### src/rtl/prio_res_pkg.sv
package prio_res_pkg;
  // filters applied to the in-service word before its priority scan
  typedef struct packed {
    logic drop_masked;   // special-mask mode
    logic drop_cascade;  // nested mode on a master unit
  } isr_filter_t;
endpackage

### src/rtl/prio_rot_scan.sv
module prio_rot_scan #(
  parameter int unsigned N = 8,
  localparam int unsigned W = $clog2(N)
) (
  input  logic [N-1:0] vec_i,
  input  logic [W-1:0] rot_i,
  output logic [W:0]   prio_o,
  output logic [W-1:0] line_o
);
  localparam logic [W:0] NONE = (W+1)'(N);

  logic [2*N-1:0] dbl;
  logic [N-1:0]   rotv;

  // bit p of rotv is line (p + rot) mod N
  assign dbl  = {vec_i, vec_i};
  assign rotv = dbl[rot_i +: N];

  always_comb begin
    prio_o = NONE;
    for (int p = N - 1; p >= 0; p--) begin
      if (rotv[p]) prio_o = (W+1)'(p);
    end
  end

  assign line_o = prio_o[W-1:0] + rot_i;
endmodule

### src/rtl/prio_isr_filter.sv
module prio_isr_filter
  import prio_res_pkg::*;
#(
  parameter int unsigned N    = 8,
  parameter int unsigned CASC = 2
) (
  input  logic [N-1:0] insvc_i,
  input  logic [N-1:0] mask_i,
  input  isr_filter_t  mode_i,
  output logic [N-1:0] eff_o
);
  logic [N-1:0] after_mask;

  assign after_mask = mode_i.drop_masked ? (insvc_i & ~mask_i) : insvc_i;

  generate
    for (genvar i = 0; i < N; i++) begin : g_bit
      if (i == CASC) begin : g_casc
        assign eff_o[i] = after_mask[i] & ~mode_i.drop_cascade;
      end else begin : g_plain
        assign eff_o[i] = after_mask[i];
      end
    end
  endgenerate
endmodule

### src/rtl/prio_resolver.sv
module prio_resolver
  import prio_res_pkg::*;
#(
  parameter int unsigned N    = 8,
  parameter int unsigned CASC = 2,
  localparam int unsigned W   = $clog2(N)
) (
  input  logic         clk,
  input  logic         rst_n,
  input  logic [N-1:0] req_i,
  input  logic [N-1:0] mask_i,
  input  logic [N-1:0] insvc_i,
  input  logic [W-1:0] rot_i,
  input  logic         smm_en_i,
  input  logic         sfn_en_i,
  input  logic         is_master_i,
  output logic         hit_o,
  output logic [W-1:0] line_o,
  output logic         irq_o
);
  logic [N-1:0] pend;
  logic [N-1:0] eff_isr;
  logic [W:0]   pend_prio, isr_prio;
  logic [W-1:0] pend_line, isr_line;
  isr_filter_t  fmode;
  logic         irq_q;

  assign pend               = req_i & ~mask_i;
  assign fmode.drop_masked  = smm_en_i;
  assign fmode.drop_cascade = sfn_en_i & is_master_i;

  prio_isr_filter #(.N(N), .CASC(CASC)) u_filt (
    .insvc_i (insvc_i),
    .mask_i  (mask_i),
    .mode_i  (fmode),
    .eff_o   (eff_isr)
  );

  prio_rot_scan #(.N(N)) u_pend_scan (
    .vec_i  (pend),
    .rot_i  (rot_i),
    .prio_o (pend_prio),
    .line_o (pend_line)
  );

  prio_rot_scan #(.N(N)) u_isr_scan (
    .vec_i  (eff_isr),
    .rot_i  (rot_i),
    .prio_o (isr_prio),
    .line_o (isr_line)
  );

  // empty pending scan yields N, which never beats any in-service level
  assign hit_o  = pend_prio < isr_prio;
  assign line_o = hit_o ? pend_line : '0;

  always_ff @(posedge clk or negedge rst_n) begin
    if (!rst_n) irq_q <= 1'b0;
    else        irq_q <= hit_o;
  end
  assign irq_o = irq_q;


  win_unmasked_chk: assert property (@(posedge clk) disable iff (!rst_n)
    hit_o |-> (req_i[line_o] && !mask_i[line_o]));


  idle_quiet_chk: assert property (@(posedge clk) disable iff (!rst_n)
    (pend == '0) |-> (!hit_o && line_o == '0));


  isr_block_chk: assert property (@(posedge clk) disable iff (!rst_n)
    (hit_o && !smm_en_i && !(fmode.drop_cascade && line_o == W'(CASC)))
      |-> !insvc_i[line_o]);


  isr_line_chk: assert property (@(posedge clk) disable iff (!rst_n)
    (hit_o && eff_isr != '0) |-> (line_o != isr_line));


  irq_rise_chk: assert property (@(posedge clk) disable iff (!rst_n)
    hit_o |=> irq_o);


  irq_fall_chk: assert property (@(posedge clk) disable iff (!rst_n)
    !hit_o |=> !irq_o);
endmodule

### config.mk
export PLATFORM = sky130hd
export DESIGN_NAME = prio_resolver
export DESIGN_NICKNAME = d
export VERILOG_FILES = /design/src/rtl/prio_res_pkg.sv /design/src/rtl/prio_rot_scan.sv /design/src/rtl/prio_isr_filter.sv /design/src/rtl/prio_resolver.sv
export SDC_FILE = /design/constraint.sdc
export NUM_CORES = 1
export LEC_CHECK = 0
export BUFFER_PORTS_ARGS = -buffer_cell sky130_fd_sc_hd__buf_2
export CAP_MARGIN = 15
export CORE_ASPECT_RATIO = 0.75
export CORE_UTILIZATION = 57
export DETAILED_ROUTE_END_ITERATION = 10
export PLACE_DENSITY_LB_ADDON = 0.15
export SLEW_MARGIN = 40
export SYNTH_ARGS = -nofsm -noshare
export SYNTH_HDL_FRONTEND = slang
export SYNTH_SLANG_ARGS = --single-unit
export TNS_END_PERCENT = 50
### constraint.sdc
create_clock -name clk -period 7.9 [get_ports clk]
set_input_delay 0.79 -clock clk [delete_from_list [all_inputs] [get_ports clk]]
set_output_delay 0.79 -clock clk [all_outputs]
set_load 0.02 [all_outputs]
**After elaboration in Yosys (flattened, before gate mapping)**

Index checks and enable logic that the tools add are counted.

- Output and inout port bits: 5
- Logic and storage cells: 29
- Bits in registers: 1

- Mux-type cells: 18
- Bitwise gates (word level): 6
- Shift operators: 2
- Add/subtract/negate cells: 1
- $lt $le $gt $ge: 1

Operators by type and width:

| kind | number |
|---|---|
| $mux W4 | 16 |
| $shiftx A16 B4 Y8 | 2 |
| $and A8 B8 Y8 | 2 |
| $mux W8 | 1 |
| $not A8 Y8 | 1 |
| $lt A4 B4 Y1 | 1 |
| $add A3 B3 Y3 | 1 |
| $mux W3 | 1 |
| $and A1 B1 Y1 | 2 |
| $not A1 Y1 | 1 |

**Depth between registers and ports, before layout**

- Depth after elaboration: 15
- Gate-level depth with buffers: 15
- Mapped depth without buffers: 13

**Cells and area by module**

From an unflattened synthesis, not the netlist that was laid out.

- Cells, all modules: 219
- Area total of the unflattened synthesis: 1,592.8 um^2

Modules (own cells, without submodules):

| module | seq. area each (um^2) | times used | area each (um^2) | cells an instance |
|---|---|---|---|---|
| prio_rot_scan at u_pend_scan | 0.0 | 1 | 669.4 | 95 |
| prio_rot_scan at u_isr_scan | 0.0 | 1 | 656.9 | 89 |
| prio_resolver | 25.0 | 1 | 197.7 | 26 |
| prio_isr_filter | 0.0 | 1 | 68.8 | 9 |

**Worst setup path before layout**

OpenSTA, ideal clock, no wires.

- Path kind: input-to-output
- From: input rot_i[0]
- To: output hit_o
- Buffers on the path: 1
- Path slack: 3,940 ps
- Cell stages on the path: 12
- Data required time: 7,110 ps
- Data arrival time: 3,170 ps
- Path through: inv_1 > buf_2 > mux2_2 > mux2_2 > mux2i_1 > nand2_1 > nor2_1 > nand2_1 > ha_1 > a21o_1 > a21oi_1 > nor2b_1

- Longest elaborated chain between the ends: 10
- Elaborated cells on any way between the ends: 19
- Classes of those cells: order compare: 1; shift: 2; mux: 16

RTL lines:

| what | RTL line | RTL |
|---|---|---|
| start, declared | prio_resolver.sv:13 | `input logic [W-1:0] rot_i,` |
| $shiftx A16 B4 Y8 | prio_rot_scan.sv:17 | `assign rotv = dbl[rot_i +: N];` |
| $mux W4 (8 in a row) | prio_rot_scan.sv:22 | `if (rotv[p]) prio_o = (W+1)'(p);` |
| $lt A4 B4 Y1 * | prio_resolver.sv:54 | `assign hit_o = pend_prio < isr_prio;` |
| end, declared | prio_resolver.sv:17 | `output logic hit_o,` |

Every way passes the cells marked *; elsewhere a longest branch is shown, timed or not.

**Worst setup path after layout**

- From: input rot_i[1]
- To: output hit_o

Same word-level chain as after synthesis.

==> results_dict.tcl <==
set metrics [dict create \
    gp_congestion 0.861 \
    worstPathMaxFanout 17 \
    cap_violations 0 \
    grt_max_degree 31 \
    critical_path.startpoint_type "primary input" \
    slowest_delay_ns 0.57 \
    grt_first_pass_wirelength_mm 5.86 \
    synth_top_area_cell "mux4_2" \
    crit_slowest_cell "clkinv_1" \
    synth_ff_type "dfrtp_1" \
    status "finished, final reports clean" \
    die_h_um 43.0 \
    synth.area.top_cells "mux4_2 23%, mux2i_1 9.4%, mux2_2 7.9%, nand2b_1 4.9%, nand2_1 4.4%" \
    drive_gt1_share_pct 36.0 \
    syn_inst 147 \
    antenna_found_initial 0 \
    wl_per_cell_um 17.0 \
    grt_pass1_vias 1290 \
    arrival_ns 3.94 \
    synth_edf_count 0 \
    fin_crit_ns 4.73 \
    end_kind "primary output" \
    first_pass_iters 4 \
    ant_nets 0 \
    critical_path_class "primary input to primary output" \
    post_cts_buffers 0 \
    max_freq_mhz 211 \
    dieArea_sq_um 2430 \
    final_net_count 214 \
    period_share_pct 59.9 \
    tightest_slew_ns 0.650 \
    final_max_slew_viol_count 0 \
    synth_most_common_cell "nand2_1" \
    maxSlewHeadroom_pct 56.7 \
    synthArstFlopShare_pct 100 \
    clk_pin_slew_worst_paths_ns 0 \
    rsz0062_at_grt "no" \
    largest_reg_flops 1 \
    portBuffers 36 \
    synth_top_cell_area_share_pct 22.9 \
    finalSetupViolations 0 \
    synth_nets 184 \
    io_pins 37 \
    ir_worst_vdd_mv 0.162 \
    fin_hold_ws_ns 0.568 \
    grt-ovfl-total 0 \
    ys_seq_area_share_pct 1.96 \
    hpwl_mm 2.75 \
    ys_top_cells_by_count "15 x nand2_1, 13 x mux4_2, 12 x mux2i_1" \
    rows 14 \
    syn_to_final_growth_pct 12.5 \
    critical_path.top_delay_family "compound AO/OA/AOI/OAI gates" \
    die_w_um 56.6 \
    via_per_inst 6.76 \
    critPathBufInv 3 \
    synth_cell_type_count 48 \
    drtIter0Drc 64 \
    fin_setup_tns_ns 0 \
    hold_viol 0 \
    cts_resized 0 \
    syn_area_sq_um 1280 \
    drc 0 \
    ys_warn_count 0 \
    ys_seq_elements 1 \
    start_util_pct 62.3 \
    syn_avg_cell_area_sq_um 8.68 \
    crit_chain "buf_2 -> clkinv_1 -> a32oi_1 -> a21boi_0 -> o21a_1 -> nand2_1 -> nor2_1 -> nand2_1 -> ha_1 -> a21o_1 -> a21oi_1 -> nor2b_1 -> buf_2" \
    gr-usage-all-layers_pct 30.2 \
    num_vias 1346 \
    num_antenna_cells 0 \
    pwr_density_cell_nw_per_um2 106 \
    p_leak_nw 0.614 \
    drt-total-wl_mm 3.39 \
    cp.required_ns 7.11 \
    hold_class "primary input to async pin" \
    ctsHoldBuffers 0 \
    coreArea_sq_um 2050 \
]
[through the flow]
step | instances | worst slack, ns | total power, mW | utilization, % | cell area [sq um]
after floorplan | 147 | 3.94 | 0.115 | - | 1280
after global placement | 199 | 3.37 | 0.145 | 70.1 | 1440
after detailed placement | 199 | 3.22 | 0.150 | 70.1 | 1440
after CTS | 199 | 3.21 | 0.151 | 70.1 | 1440
after global routing | 199 | 2.96 | 0.164 | 70.1 | 1440
final | 199 | 3.17 | 0.152 | 70.1 | 1440
[path summary, 6_finish.rpt]
kind                       startpoint    end  cells after the start
hold / removal                  rst_n  irq_o                      1
min in group clk                irq_o  irq_o                      1
setup / recovery             rot_i[1]  hit_o                     13
max in group asynchronous       rst_n  irq_o                      1
[layout make-up]
cell class	instances	area, sq um
inverters	4	15.0
fillers	163	613
repair buffers	36	180
multi-input cells	134	1190
well taps	24	30.0
flip-flops and latches	1	25.0
[report_power, final]
group	switching, mW	internal [mW]
clock	0	0
sequential	0.000400	0.00776
combinational	0.0802	0.0638
total	0.0806	0.0716
[cell usage in the layout (no fill, tap or decap), types with 2 or more instances in the layout]
| cell | count |
|---|---|
| nor2_1 | 10 |
| mux2i_1 | 12 |
| o21ai_1 | 2 |
| ha_1 | 4 |
| a21o_1 | 2 |
| nor2b_1 | 4 |
| nor3b_2 | 2 |
| mux4_2 | 13 |
| a21boi_1 | 7 |
| nor3_1 | 2 |
| mux2_2 | 9 |
| xnor2_1 | 2 |
| a211oi_1 | 3 |
| a21oi_1 | 3 |
| nand3_1 | 4 |
| buf_2 | 36 |
| a31oi_1 | 2 |
| a21boi_0 | 3 |
| inv_1 | 3 |
| nand2_1 | 15 |
| a22oi_1 | 2 |
| nand2b_1 | 10 |
| a32oi_1 | 2 |
| o211ai_1 | 2 |
[kinds of logic after synthesis]
group | synth area share (%)
adders and majority gates | 5.49
AOI/OAI and AO/OA | 23.2
DFF | 1.96
muxes | 40.3
buffers and inverters | 5.10
and+or+nand+nor | 22.6
xor gates and xnor gates | 1.37
[per-layer routing]
layer  track usage (%)  vias to the layer above  wire [um]
li1                  -                      638          -
met1              44.7                      667       1550
met2              48.9                       39       1680
met3             0.915                        2        138
met4              7.32                        0         14
met5                 0                        -          0
No activity file was read; power rests on OpenSTA's default activity.
